==> config.mk <==
export PLATFORM = sky130hd
export DESIGN_NAME = jtag_bscan_port
export DESIGN_NICKNAME = d
export VERILOG_FILES = /design/src/rtl/jtag_bscan_port.sv
export SDC_FILE = /design/constraint.sdc
export NUM_CORES = 1
export LEC_CHECK = 0
export BUFFER_PORTS_ARGS = -buffer_cell sky130_fd_sc_hd__buf_2
export CORE_UTILIZATION = 50
export CTS_BUF_LIST = sky130_fd_sc_hd__clkbuf_16
export DETAILED_ROUTE_END_ITERATION = 10
export PLACE_DENSITY_LB_ADDON = 0.1
export SLEW_MARGIN = 10
export SYNTH_ARGS = -nofsm -noshare
export SYNTH_HDL_FRONTEND = slang
export SYNTH_SLANG_ARGS = --single-unit
==> constraint.sdc <==
create_clock -name tck -period 1.75 [get_ports tck]
set_clock_uncertainty 0.05 [all_clocks]
set_input_delay 0.4375 -clock tck [delete_from_list [all_inputs] [get_ports tck]]
set_output_delay 0.4375 -clock tck [all_outputs]
set_load 0.05 [all_outputs]
==> src/rtl/jtag_bscan_port.sv <==
module jtag_bscan_port #(
  parameter int NPINS = 4
) (
  input  logic             tck,
  input  logic             tms,
  input  logic             tdi,
  input  logic             trst_n,
  output logic             tdo,
  output logic             tdo_oe,
  input  logic [NPINS-1:0] core_out,
  input  logic [NPINS-1:0] core_oe,
  input  logic [NPINS-1:0] pin_in,
  output logic [NPINS-1:0] pad_out,
  output logic [NPINS-1:0] pad_oe,
  output logic [NPINS-1:0] core_in
);
  localparam int BLEN = 3 * NPINS;
  localparam logic [2:0] OP_EXT = 3'b000, OP_SMP = 3'b001, OP_HIZ = 3'b101,
                         OP_CLP = 3'b110, OP_BYP = 3'b111;

  typedef enum logic [3:0] {
    S_TLR, S_RTI, S_SDS, S_CDR, S_SDR, S_E1D, S_PDR, S_E2D,
    S_UDR, S_SIS, S_CIR, S_SIR, S_E1I, S_PIR, S_E2I, S_UIR
  } tap_t;

  tap_t state, nxt;
  logic [2:0] ir_sr, ir;
  logic byp;
  logic [BLEN-1:0] bsr_sr, bsr_up;

  always_comb begin
    case (state)
      S_TLR: nxt = tms ? S_TLR : S_RTI;
      S_RTI: nxt = tms ? S_SDS : S_RTI;
      S_SDS: nxt = tms ? S_SIS : S_CDR;
      S_CDR: nxt = tms ? S_E1D : S_SDR;
      S_SDR: nxt = tms ? S_E1D : S_SDR;
      S_E1D: nxt = tms ? S_UDR : S_PDR;
      S_PDR: nxt = tms ? S_E2D : S_PDR;
      S_E2D: nxt = tms ? S_UDR : S_SDR;
      S_UDR: nxt = tms ? S_SDS : S_RTI;
      S_SIS: nxt = tms ? S_TLR : S_CIR;
      S_CIR: nxt = tms ? S_E1I : S_SIR;
      S_SIR: nxt = tms ? S_E1I : S_SIR;
      S_E1I: nxt = tms ? S_UIR : S_PIR;
      S_PIR: nxt = tms ? S_E2I : S_PIR;
      S_E2I: nxt = tms ? S_UIR : S_SIR;
      default: nxt = tms ? S_SDS : S_RTI;
    endcase
  end

  always_ff @(posedge tck or negedge trst_n)
    if (!trst_n) state <= S_TLR;
    else         state <= nxt;

  wire is_ext = (ir == OP_EXT);
  wire is_smp = (ir == OP_SMP);
  wire is_hiz = (ir == OP_HIZ);
  wire is_clp = (ir == OP_CLP);
  wire bsel   = is_ext | is_smp;
  wire frc    = is_ext | is_clp;

  always_ff @(posedge tck or negedge trst_n)
    if (!trst_n)              ir_sr <= 3'b001;
    else if (state == S_CIR)  ir_sr <= 3'b001;
    else if (state == S_SIR)  ir_sr <= {tdi, ir_sr[2:1]};

  always_ff @(negedge tck or negedge trst_n)
    if (!trst_n)              ir <= OP_BYP;
    else if (state == S_TLR)  ir <= OP_BYP;
    else if (state == S_UIR)  ir <= ir_sr;

  always_ff @(posedge tck or negedge trst_n)
    if (!trst_n)              byp <= 1'b0;
    else if (state == S_CDR)  byp <= 1'b0;
    else if (state == S_SDR)  byp <= tdi;

  logic [BLEN-1:0] cap;
  for (genvar k = 0; k < NPINS; k++) begin : g_pin
    assign cap[3*k]     = pin_in[k];
    assign cap[3*k+1]   = core_out[k];
    assign cap[3*k+2]   = core_oe[k];
    assign pad_out[k]   = frc ? bsr_up[3*k+1] : core_out[k];
    assign pad_oe[k]    = is_hiz ? 1'b0 : (frc ? bsr_up[3*k+2] : core_oe[k]);
    assign core_in[k]   = is_ext ? bsr_up[3*k] : pin_in[k];
  end

  always_ff @(posedge tck or negedge trst_n)
    if (!trst_n)                      bsr_sr <= '0;
    else if (bsel && state == S_CDR)  bsr_sr <= cap;
    else if (bsel && state == S_SDR)  bsr_sr <= {tdi, bsr_sr[BLEN-1:1]};

  always_ff @(negedge tck or negedge trst_n)
    if (!trst_n)                      bsr_up <= '0;
    else if (bsel && state == S_UDR)  bsr_up <= bsr_sr;

  always_ff @(negedge tck or negedge trst_n)
    if (!trst_n) begin
      tdo    <= 1'b0;
      tdo_oe <= 1'b0;
    end else begin
      tdo_oe <= (state == S_SIR) || (state == S_SDR);
      if (state == S_SIR)      tdo <= ir_sr[0];
      else if (state == S_SDR) tdo <= bsel ? bsr_sr[0] : byp;
    end

  logic [2:0] hi_run;
  always_ff @(posedge tck or negedge trst_n)
    if (!trst_n)   hi_run <= 3'd0;
    else if (!tms) hi_run <= 3'd0;
    else if (hi_run != 3'd5) hi_run <= hi_run + 3'd1;

  a_r1_tms_reset: assert property (@(posedge tck) disable iff (!trst_n)
    (hi_run == 3'd5) |-> (state == S_TLR));
  a_r3_tdo_only_shifting: assert property (@(posedge tck) disable iff (!trst_n)
    tdo_oe |-> (state == S_SIR || state == S_SDR));
  a_r4_capture_ir: assert property (@(posedge tck) disable iff (!trst_n)
    (state == S_CIR) |=> (ir_sr == 3'b001));
  a_r5_ir_holds: assert property (@(posedge tck) disable iff (!trst_n)
    (state != S_UIR && state != S_TLR) |-> $stable(ir));
  a_r12_update_holds: assert property (@(posedge tck) disable iff (!trst_n)
    (state != S_UDR) |-> $stable(bsr_up));
endmodule

==> load_flow_metrics.sql, run 1 <==
INSERT INTO impl_metrics (metric_group, metric, value, unit) VALUES
('status', 'outcome', 'finished, violations left', ''),
('status', 'violations', 'negative setup slack', ''),
('worst_setup_path', 'critical_path.max_fanout', '4', ''),
('worst_setup_path', 'timing.critical_path.cells', 'buf_4 -> nand2b_4 -> nand2_1 -> nand2_1 -> o221a_4 -> buf_8', ''),
('clock_network', 'numClockSinks', '37', ''),
('layout', 'layout.cells.most_common', 'sky130_fd_sc_hd__buf_4', ''),
('placed_design', 'place_hpwl', '3680', 'um'),
('worst_setup_path', 'cp-start-kind', 'flop', ''),
('drt', 'routed_wl', '8420', 'um'),
('synth', 'synth-seq-area-share', '44.0', '%'),
('floorplan', 'design.die.area', '0.00449', 'sq mm'),
('global_route', 'via_count_of_the_first_global_routing_pass', '2159', ''),
('floorplan', 'io-pin-count', '30', ''),
('power_and_ir_drop', 'power.ir.vdd_worst', '1410', 'uV'),
('global_route', 'grt_first_pass_wirelength', '11800', 'um'),
('placed_design', 'number_of_placed_instances_with_taps_included', '309', ''),
('global_route', 'antenna_found_initial', '0', ''),
('drt', 'drtAntennaViolNets', '0', ''),
('floorplan', 'die-height', '67.0', 'um'),
('drt', 'dr.first_iter.drc_count', '149', ''),
('timing', 'setup_viol', '43', ''),
('synth', 'synth_warnings', '0', ''),
('layout', 'most-common-layout-cells', '31 x sky130_fd_sc_hd__buf_4, 21 x sky130_fd_sc_hd__nand2_1, 17 x sky130_fd_sc_hd__nand2_4, 17 x sky130_fd_sc_hd__dfrtp_1, 17 x sky130_fd_sc_hd__buf_6', ''),
('layout', 'design_area', '0.00365', 'sq mm'),
('layout', 'antenna-diode-count', '0', ''),
('drt', 'route.detailed.drc', '0', ''),
('timing', 'timing.hold.ws', '0.192', 'ns'),
('layout', 'areaGrowthSynthToFinish', '72.8', '%'),
('layout', 'final-instance-count-excl-fill', '341', ''),
('synth', 'postSynthAreaPerCell', '10.1', 'sq um'),
('floorplan', 'die_width', '67.0', 'um'),
('clock_network', 'ctsHtreeMaxLevel', '2', ''),
('clock_network', 'worstSkewPairLatency', '0.39', 'ns'),
('floorplan', 'row_count', '23', ''),
('synth', 'syn-cell-area', '0.00211', 'sq mm'),
('worst_setup_path', 'cp.arrival', '2.69', 'ns'),
('drt', 'dr_total_vias', '2120', ''),
('synth', 'synth-main-ff-cell', 'sky130_fd_sc_hd__dfrtp_1', ''),
('global_route', 'grt.total_usage', '38.2', '%'),
('floorplan', 'initial_core_util', '52.5', '%'),
('clock_network', 'cts.clk_slew.worst_paths', '0.08', 'ns'),
('floorplan', 'placeable_core_area', '0.00403', 'sq mm'),
('drt', 'vias_per_cell', '6.22', ''),
('clock_network', 'clock_tree.root_cell', 'sky130_fd_sc_hd__clkbuf_16', ''),
('timing', 'timing.max_slew.rel_slack', '63.3', '%'),
('placed_design', 'port-buffer-count', '29', ''),
('timing', 'tightestPinTransition', '0.549', 'ns'),
('synth', 'unique_masters_post_synth', '42', ''),
('flow_run', 'maximum_capacitance_violations', '0', ''),
('timing', 'hold_violations', '0', ''),
('worst_setup_path', 'worst_path_most_repeated_cell', 'sky130_fd_sc_hd__nand2_1', ''),
('worst_setup_path', 'critical_path_required', '1.26', 'ns'),
('worst_setup_path', 'crit_path_max_incr_delay', '0.62', 'ns'),
('power_and_ir_drop', 'leakage', '0.00170', 'uW'),
('timing', 'slew_violations', '0', ''),
('drt', 'drt_pre_antenna_iters', '4', ''),
('synth', 'synth-seq-cells', '37', ''),
('drt', 'routed_wire_length_per_instance', '24.7', 'um'),
('clock_network', 'tritoncts.num_buffers', '5', ''),
('clock_network', 'cts-root-to-sink-buffers', '2', ''),
('synth', 'async_flop_share', '100', '%'),
('layout', 'fill_cells', '142', ''),
('layout', 'layout-drive-gt1-share', '62.9', '%'),
('placed_design', 'placedInstanceArea', '0.00268', 'sq mm'),
('worst_setup_path', 'end_kind', 'output pin', ''),
('timing', 'rsz_0062_raised_after_global_routing', 'yes', ''),
('global_route', 'grt.overflow.total', '0', ''),
('timing', 'setup_ws', '-1.43', 'ns'),
('synth', 'syn-instance-count', '209', ''),
('min_path', 'hold_class', 'input pin to asynchronous set/reset pin', ''),
('worst_setup_path', 'setup.worst_path.class', 'flop to output pin', ''),
('placed_design', 'finalWeightedCongestion', '0.802', ''),
('synth', 'count_of_flip_flops_with_a_built_in_enable_after_synthesis', '0', ''),
('global_route', 'pin_count_of_the_biggest_net_entering_global_routing', '22', ''),
('worst_setup_path', 'critical_path.slowest_cell', 'sky130_fd_sc_hd__dfstp_2', ''),
('synth', 'syn-num-nets', '225', ''),
('layout', 'finish.net_count', '306', ''),
('clock_network', 'tritoncts', 'done', ''),
('power_and_ir_drop', 'p_per_area', '1540', 'mW/mm^2');
-- routing by layer --
metal	GRT usage (%)	vias to the layer above	part of all wire (%)
li1	-	905	-
met1	45.5	1084	39
met2	62.5	107	50
met3	10.1	24	7.3
met4	19.4	0	3.6
met5	0	-	0
-- stage by stage --
step	TNS [ns]	utilization, %	power, uW	setup slack (ns)
2_1_floorplan	-23.72	-	2700	-0.939
3_3_place_gp	-26.57	66.6	3040	-1.12
3_5_place_dp	-27.49	66.6	3130	-1.14
4_1_cts	-32.47	85.8	5030	-1.30
5_1_grt	-37.03	90.7	5790	-1.47
6_report	-35.74	90.7	5640	-1.43
-- cells in the mapped netlist (2+ instances only) --
master                     number  area (sq um)
sky130_fd_sc_hd__nand2_1       43           161
sky130_fd_sc_hd__dfrtp_1       19           475
sky130_fd_sc_hd__dfrtn_1       14           350
sky130_fd_sc_hd__mux2i_1       13           130
sky130_fd_sc_hd__o21ai_0       12          60.1
sky130_fd_sc_hd__mux2_4        10           150
sky130_fd_sc_hd__o21ai_2        9          78.8
sky130_fd_sc_hd__a21oi_1        7          35.0
sky130_fd_sc_hd__nor2_1         7          26.3
sky130_fd_sc_hd__buf_2          6          30.0
sky130_fd_sc_hd__mux2_2         6          67.6
sky130_fd_sc_hd__nand2b_1       6          37.5
sky130_fd_sc_hd__nor2b_1        6          37.5
sky130_fd_sc_hd__a22oi_1        4          30.0
sky130_fd_sc_hd__dfstp_2        4           105
sky130_fd_sc_hd__o221a_2        4          45.0
sky130_fd_sc_hd__buf_6          3          33.8
sky130_fd_sc_hd__clkbuf_1       3          11.3
sky130_fd_sc_hd__nand3_1        3          15.0
sky130_fd_sc_hd__a311oi_1       2          17.5
sky130_fd_sc_hd__buf_4          2          15.0
sky130_fd_sc_hd__clkbuf_2       2          10.0
sky130_fd_sc_hd__inv_1          2          7.51
sky130_fd_sc_hd__nor3_1         2          10.0
sky130_fd_sc_hd__nor3b_1        2          15.0
sky130_fd_sc_hd__o21ai_1        2          10.0
-- where the power goes --
group	switching (uW)	leakage [uW]	total (uW)	internal, uW
sequential	193	0.000429	1250	1060
clock	428	0.000116	1280	857
combinational	1640	0.00115	3100	1460
total	2260	0.00170	5640	3370
-- flip-flops by register name (all words and copies together) (netlist names) --
| name | flops |
|---|---|
| ir | 3 |
| tdo_oe | 1 |
| byp | 1 |
| bsr_up | 12 |
| tdo | 1 |
| bsr_sr | 12 |
| state | 4 |
| ir_sr | 3 |
-- final cells by class --
cell class                 instances  area, sq um  area share, %
inverter                           1         3.75          0.103
tap                               50         62.6           1.71
clock buffer                       7          175           4.79
clock inverter                     4         41.3           1.13
sequential                        37          933           25.5
multi-input combinational        154         1480           40.5
timing repair buffer              88          960           26.3
-- critical path: cells and delay by family (launching register included) --
kind,cells,cell delay [ns]
buffers and inverters,2,0.29
DFF,1,0.62
AOI/OAI and AO/OA,1,0.18
and+or+nand+nor,3,0.34
-- cells by family (layout without fill, tap and decap cells) --
kind of cell / Yosys count / in the layout / share of synthesized area (%)
buf+inv: 18 / 100 / 5.09
simple gates: 78 / 78 / 18.3
mux: 29 / 29 / 16.4
xor+xnor: 2 / 2 / 1.18
flops: 37 / 37 / 44.0
compound gates: 45 / 45 / 14.9
-- worst paths after layout --
| path | from | end | slack (ns) | cells past startpoint |
|---|---|---|---|---|
| max in group asynchronous | trst_n | bsr_up[4]$_DFFE_NN0P_ | 0.53 | 2 |
| hold / removal | trst_n | bsr_sr[8]$_DFFE_PN0P_ | 0.19 | 2 |
| setup reg to reg | ir[2]$_DFFE_NN1P_ | bsr_sr[6]$_DFFE_PN0P_ | -0.88 | 7 |
| hold reg to reg | bsr_up[3]$_DFFE_NN0P_ | bsr_up[3]$_DFFE_NN0P_ | 0.43 | 1 |
| setup / recovery | ir[1]$_DFFE_NN1P_ | pad_oe[0] | -1.43 | 6 |
| min in group tck | pin_in[0] | bsr_sr[0]$_DFFE_PN0P_ | 0.39 | 3 |
-- what timing repair did --
action | CTS | global route
hold buffers | 1 | 0
pin swaps | 16 | 20
gates cloned | 4 | 1
endpoints found under the setup margin | 43 | 43
setup buffers | 16 | 3
endpoints found under the hold margin | 2 | 0
gates resized for setup | 92 | 41
Note: power is estimated with default switching activity, not from simulation.
==> run 2: changes to the inputs <==
CORE_ASPECT_RATIO = 0.75   (was unset)
==> load_flow_metrics.sql, run 2 (synthesized netlist as in run 1, its figures left out) <==
INSERT INTO impl_metrics (metric_group, metric, value, unit) VALUES
('floorplan', 'io-pin-count', '30', ''),
('clock_network', 'tritoncts', 'done', ''),
('worst_setup_path', 'cp.arrival', '2.67', 'ns'),
('worst_setup_path', 'end_kind', 'output pin', ''),
('power_and_ir_drop', 'leakage', '0.00166', 'uW'),
('clock_network', 'worstSkewPairLatency', '0.36', 'ns'),
('floorplan', 'placeable_core_area', '0.00405', 'sq mm'),
('power_and_ir_drop', 'power.ir.vdd_worst', '1480', 'uV'),
('layout', 'layout.cells.most_common', 'sky130_fd_sc_hd__buf_4', ''),
('clock_network', 'cts-root-to-sink-buffers', '2', ''),
('worst_setup_path', 'cp_num_buf_inv', '2', ''),
('worst_setup_path', 'critical_path.slowest_cell', 'sky130_fd_sc_hd__dfstp_2', ''),
('global_route', 'grt.total_usage', '33.2', '%'),
('drt', 'routed_wire_length_per_instance', '22.1', 'um'),
('placed_design', 'place_hpwl', '3700', 'um'),
('clock_network', 'cts.clk_slew.worst_paths', '0.06', 'ns'),
('timing', 'hold_violations', '0', ''),
('clock_network', 'clock_tree.root_cell', 'sky130_fd_sc_hd__clkbuf_16', ''),
('placed_design', 'finalWeightedCongestion', '0.838', ''),
('worst_setup_path', 'cp-start-kind', 'flop', ''),
('worst_setup_path', 'timing.critical_path.cells', 'xnor2_4 -> nand2b_1 -> buf_4 -> o221a_4 -> buf_6', ''),
('power_and_ir_drop', 'combPwrFrac', '55.9', '%'),
('status', 'violations', 'negative setup slack', ''),
('timing', 'tightestPinTransition', '0.555', 'ns'),
('layout', 'finish.utilization', '86.5', '%'),
('power_and_ir_drop', 'p_per_area', '1470', 'mW/mm^2'),
('global_route', 'via_count_of_the_first_global_routing_pass', '2026', ''),
('status', 'outcome', 'finished, violations left', ''),
('drt', 'route.detailed.drc', '0', ''),
('placed_design', 'port-buffer-count', '29', ''),
('layout', 'finish.net_count', '309', ''),
('layout', 'most-common-layout-cells', '36 x sky130_fd_sc_hd__buf_4, 24 x sky130_fd_sc_hd__buf_6, 23 x sky130_fd_sc_hd__nand2_1', ''),
('layout', 'largest_registers', 'bsr_sr (12), bsr_up (12), state (4)', ''),
('worst_setup_path', 'setup.worst_path.class', 'flop to output pin', ''),
('timing', 'timing.max_slew.rel_slack', '62.9', '%'),
('drt', 'dr.first_iter.drc_count', '197', ''),
('flow_run', 'maximum_capacitance_violations', '0', ''),
('drt', 'dr_total_vias', '2158', ''),
('worst_setup_path', 'cp_top_family', 'flip-flops', ''),
('power_and_ir_drop', 'net-switching-power', '2100', 'uW'),
('worst_setup_path', 'critical_path_required', '1.26', 'ns'),
('worst_setup_path', 'critical_path.max_fanout', '5', ''),
('timing', 'setup_ws', '-1.41', 'ns'),
('floorplan', 'initial_core_util', '52.2', '%'),
('layout', 'antenna-diode-count', '0', ''),
('global_route', 'antenna_found_initial', '0', ''),
('floorplan', 'design.die.area', '0.00450', 'sq mm'),
('global_route', 'pin_count_of_the_biggest_net_entering_global_routing', '22', ''),
('floorplan', 'row_count', '20', ''),
('drt', 'drt_pre_antenna_iters', '5', ''),
('power_and_ir_drop', 'power_frac_seq', '23.9', '%'),
('power_and_ir_drop', 'p_sw_share', '40.6', '%'),
('timing', 'rsz_0062_raised_after_global_routing', 'yes', ''),
('power_and_ir_drop', 'power_frac_clock', '20.2', '%'),
('clock_network', 'cts_hold_repair.buffers', '0', ''),
('floorplan', 'die-height', '58.3', 'um'),
('global_route', 'grt_first_pass_wirelength', '10800', 'um'),
('floorplan', 'die_width', '77.1', 'um'),
('timing', 'setup_viol', '43', ''),
('layout', 'layout-drive-gt1-share', '59.5', '%'),
('drt', 'vias_per_cell', '6.18', ''),
('timing', 'slew_violations', '0', ''),
('power_and_ir_drop', 'p_int', '3070', 'uW'),
('drt', 'routed_wl', '7700', 'um'),
('worst_setup_path', 'crit_path_max_incr_delay', '0.60', 'ns'),
('drt', 'drtAntennaViolNets', '0', ''),
('global_route', 'grt.overflow.total', '0', ''),
('clock_network', 'tritoncts.num_buffers', '5', ''),
('layout', 'areaGrowthSynthToFinish', '65.9', '%'),
('min_path', 'hold_class', 'input pin to asynchronous set/reset pin', ''),
('timing', 'setup_tns', '-34.75', 'ns'),
('clock_network', 'ctsHtreeMaxLevel', '2', ''),
('clock_network', 'numClockSinks', '37', '');
-- run 2: cell count changes in the layout (fill, tap and decap cells not counted), sizes merged --
cell         change
buf              +6
clkbuf           -4
clkinv           +1
dlygate4sd3      -1
inv              +1
-- run 2: cell type report --
class,instances,area (sq um)
flip-flops and latches,37,932
inverters,1,3.75
fillers,170,546
clock buffers,5,125
clock inverters,6,48.8
multi-input cells,154,1380
repair buffers,91,953
well taps,55,68.8
-- run 2: metal layers --
layer,up-vias,track usage (%),part of all wire [%]
li1,908,-,-
met1,1054,43.1,39
met2,164,51.4,48
met3,32,9.15,9.9
met4,0,16.2,3.2
met5,-,7.78,0
-- run 2: worst register-to-register path: stages (launching register included) --
cell	delay, ns
sky130_fd_sc_hd__dfstp_2	0.39
sky130_fd_sc_hd__buf_6	0.13
sky130_fd_sc_hd__buf_6	0.13
sky130_fd_sc_hd__nor3_4	0.23
sky130_fd_sc_hd__o21ai_4	0.10
sky130_fd_sc_hd__buf_12	0.17
sky130_fd_sc_hd__buf_16	0.14
sky130_fd_sc_hd__nand2_2	0.08
sky130_fd_sc_hd__o21ai_2	0.05
-- run 2: through the flow --
step	area, sq um	hold WS [ns]	power (uW)	setup WS (ns)	std cells
floorplan	2300	0.0919	2700	-0.939	209
global placement	2680	0.396	3050	-1.03	315
detailed placement	2680	0.412	3130	-1.02	315
CTS	3330	0.164	4720	-1.31	342
global route	3510	0.195	5340	-1.44	349
finish	3510	0.168	5170	-1.41	349
-- run 2: power groups by stage --
stage                     registers [uW]  logic, uW  clock network, uW
final                               1230       2890               1040
after global routing                1250       3010               1090
after CTS                           1210       2480               1040
after detailed placement            1200       1910               14.3
after global placement              1200       1840               14.3
after floorplan                     1250       1430               14.3
-- run 2: final timing paths --
path                                       startpoint                    end  slack, ns  cells past startpoint
worst max-delay path                ir[2]$_DFFE_NN1P_              pad_oe[0]      -1.41                      5
worst min-delay path                           trst_n        byp$_DFFE_PN0N_       0.17                      2
worst max register to register      ir[1]$_DFFE_NN1P_  bsr_sr[6]$_DFFE_PN0P_      -0.79                      8
worst min register to register  bsr_up[3]$_DFFE_NN0P_  bsr_up[3]$_DFFE_NN0P_       0.43                      1
max in group asynchronous                      trst_n  bsr_up[2]$_DFFE_NN0P_       0.56                      2
min in group tck                            pin_in[0]  bsr_sr[0]$_DFFE_PN0P_       0.40                      3
-- run 2: what timing repair did --
| item | in CTS | in global routing |
|---|---|---|
| setup endpoints to repair | 43 | 44 |
| gates cloned | 5 | 0 |
| pin swaps | 9 | 6 |
| buffers inserted | 13 | 11 |
| gates resized for setup | 74 | 30 |
==> run 3: changes to the inputs <==
CORE_UTILIZATION = 30   (was 50)
==> load_flow_metrics.sql, run 3 (synthesized netlist as in run 1, its figures left out) <==
INSERT INTO impl_metrics (metric_group, metric, value, unit) VALUES
('placed_design', 'port-buffer-count', '29', ''),
('layout', 'layout.cells.most_common', 'sky130_fd_sc_hd__buf_4', ''),
('layout', 'design_area', '0.00351', 'sq mm'),
('worst_setup_path', 'setup.worst_path.class', 'flop to output pin', ''),
('timing', 'timing.max_slew.rel_slack', '74.0', '%'),
('layout', 'final-instance-count-excl-fill', '375', ''),
('placed_design', 'place_worst_setup_slack', '-1.11', 'ns'),
('flow_run', 'maximum_capacitance_violations', '0', ''),
('global_route', 'antenna_found_initial', '0', ''),
('clock_network', 'clock_tree.root_cell', 'sky130_fd_sc_hd__clkbuf_16', ''),
('worst_setup_path', 'end_kind', 'output pin', ''),
('placed_design', 'placedInstanceArea', '0.00277', 'sq mm'),
('worst_setup_path', 'critical_path.slowest_cell', 'sky130_fd_sc_hd__dfstp_2', ''),
('worst_setup_path', 'cp_top_family', 'flip-flops', ''),
('global_route', 'pin_count_of_the_biggest_net_entering_global_routing', '22', ''),
('worst_setup_path', 'cp_num_buf_inv', '3', ''),
('clock_network', 'numClockSinks', '37', ''),
('timing', 'setup_ws', '-1.32', 'ns'),
('worst_setup_path', 'crit_path_max_incr_delay', '0.60', 'ns'),
('timing', 'setup_viol', '43', ''),
('global_route', 'grt_first_pass_wirelength', '8780', 'um'),
('global_route', 'grt.total_usage', '16.0', '%'),
('floorplan', 'io-pin-count', '30', ''),
('floorplan', 'die_width', '98.9', 'um'),
('worst_setup_path', 'critical_path.reg2reg.endpoint', 'bsr_sr[0]$_DFFE_PN0P_', ''),
('worst_setup_path', 'cp.arrival', '2.58', 'ns'),
('placed_design', 'finalWeightedCongestion', '0.772', ''),
('drt', 'vias_per_cell', '4.81', ''),
('clock_network', 'worstSkewPairLatency', '0.35', 'ns'),
('drt', 'route.detailed.drc', '1', ''),
('timing', 'tightestPinTransition', '0.390', 'ns'),
('drt', 'drtAntennaViolNets', '0', ''),
('drt', 'dr.first_iter.drc_count', '54', ''),
('global_route', 'grt.overflow.total', '0', ''),
('timing', 'hold_violations', '0', ''),
('clock_network', 'tritoncts.num_buffers', '5', ''),
('floorplan', 'initial_core_util', '31.1', '%'),
('worst_setup_path', 'r2r.worst_path.cells', '7', ''),
('layout', 'finish.net_count', '306', ''),
('min_path', 'hold_class', 'input pin to asynchronous set/reset pin', ''),
('worst_setup_path', 'critical_path_required', '1.26', 'ns'),
('worst_setup_path', 'r2r_start', 'ir[2]$_DFFE_NN1P_', ''),
('layout', 'areaGrowthSynthToFinish', '66.0', '%'),
('timing', 'rsz_0062_raised_after_global_routing', 'yes', ''),
('drt', 'routed_wl', '5770', 'um'),
('worst_setup_path', 'rrSetupSlack', '-0.63', 'ns'),
('drt', 'drt_pre_antenna_iters', '7', ''),
('drt', 'routed_wire_length_per_instance', '15.4', 'um'),
('layout', 'largest_registers', 'bsr_sr (12), bsr_up (12), state (4)', ''),
('worst_setup_path', 'timing.critical_path.cells', 'buf_12 -> nor3_4 -> buf_6 -> mux2_4 -> buf_8', ''),
('timing', 'slew_violations', '0', ''),
('worst_setup_path', 'cp-start-kind', 'flop', ''),
('floorplan', 'design.die.area', '0.00739', 'sq mm'),
('layout', 'most-common-layout-cells', '36 x sky130_fd_sc_hd__buf_4, 21 x sky130_fd_sc_hd__nand2_1, 18 x sky130_fd_sc_hd__dfrtp_1', ''),
('clock_network', 'cts.clk_slew.worst_paths', '0.06', 'ns'),
('layout', 'fill_cells', '604', ''),
('power_and_ir_drop', 'power.ir.vdd_worst', '489', 'uV'),
('clock_network', 'tritoncts', 'done', ''),
('status', 'outcome', 'finished, violations left', ''),
('status', 'violations', 'design-rule violations, negative setup slack', ''),
('layout', 'antenna-diode-count', '0', ''),
('clock_network', 'cts-root-to-sink-buffers', '2', ''),
('layout', 'layout-drive-gt1-share', '60.5', '%'),
('clock_network', 'ctsHtreeMaxLevel', '2', ''),
('drt', 'dr_total_vias', '1803', ''),
('placed_design', 'number_of_placed_instances_with_taps_included', '351', ''),
('power_and_ir_drop', 'leakage', '0.00165', 'uW'),
('power_and_ir_drop', 'p_per_area', '1370', 'mW/mm^2'),
('global_route', 'via_count_of_the_first_global_routing_pass', '1679', ''),
('placed_design', 'place_hpwl', '3900', 'um'),
('worst_setup_path', 'critical_path.max_fanout', '4', ''),
('floorplan', 'die-height', '74.7', 'um'),
('floorplan', 'row_count', '26', ''),
('timing', 'timing.hold.ws', '0.176', 'ns'),
('floorplan', 'placeable_core_area', '0.00680', 'sq mm');
-- run 3: cell types whose count changed in the layout (fill, tap and decap cells not counted), moves of 4 or more --
cell / change
sky130_fd_sc_hd__buf_8: +7
sky130_fd_sc_hd__buf_16: -4
sky130_fd_sc_hd__nand2_4: +6
sky130_fd_sc_hd__buf_6: -9
sky130_fd_sc_hd__nand2_2: -4
-- run 3: cell type report --
cell class / instances / area [sq um] / area share, %
timing repair buffer: 88 / 895 / 25.5
clock inverter: 6 / 51.3 / 1.46
inverter: 1 / 3.75 / 0.107
clock buffer: 5 / 125 / 3.56
multi-input combinational: 154 / 1400 / 39.8
sequential: 37 / 932 / 26.6
tap: 84 / 105 / 2.99
-- run 3: layer usage --
layer | vias up | global-route usage [%] | part of all wire (%)
li1 | 891 | - | -
met1 | 874 | 22.6 | 51
met2 | 28 | 25.2 | 46
met3 | 10 | 3.44 | 2.8
met4 | 0 | 4.48 | 0.99
met5 | - | 0 | 0
-- run 3: worst max path at each step --
stage                            startpoint          to  slack (ns)  cells after the start
after floorplan           ir[2]$_DFFE_NN1P_   pad_oe[0]       -0.94                      5
after global placement    ir[1]$_DFFE_NN1P_   pad_oe[0]       -1.09                      6
after detailed placement  ir[1]$_DFFE_NN1P_   pad_oe[3]       -1.11                      6
after CTS                 ir[1]$_DFFE_NN1P_   pad_oe[3]       -1.34                      5
after global routing      ir[1]$_DFFE_NN1P_  pad_out[0]       -1.39                      5
final                     ir[2]$_DFFE_NN1P_  core_in[0]       -1.32                      5
-- run 3: repair_timing --
| item | in CTS | in global routing |
|---|---|---|
| hold buffers | 1 | 0 |
| setup endpoints to repair | 43 | 43 |
| gates resized for setup | 73 | 39 |
| gates cloned | 1 | 2 |
| pin swaps | 1 | 30 |
| buffers inserted | 6 | 9 |
| hold endpoints to repair | 2 | 0 |
-- run 3: power by group --
part	leakage [uW]	switching (uW)	internal, uW
combinational	0.00112	1320	1240
sequential	0.000430	152	1060
clock	0.0000995	373	676
-- run 3: through the flow --
step | total power [uW] | utilization (%) | setup TNS, ns
floorplan | 2700 | - | -23.72
global placement | 3150 | 40.8 | -26.44
detailed placement | 3150 | 40.8 | -26.22
CTS | 4550 | 48.8 | -31.14
global route | 5090 | 51.6 | -32.93
finish | 4820 | 51.6 | -30.97
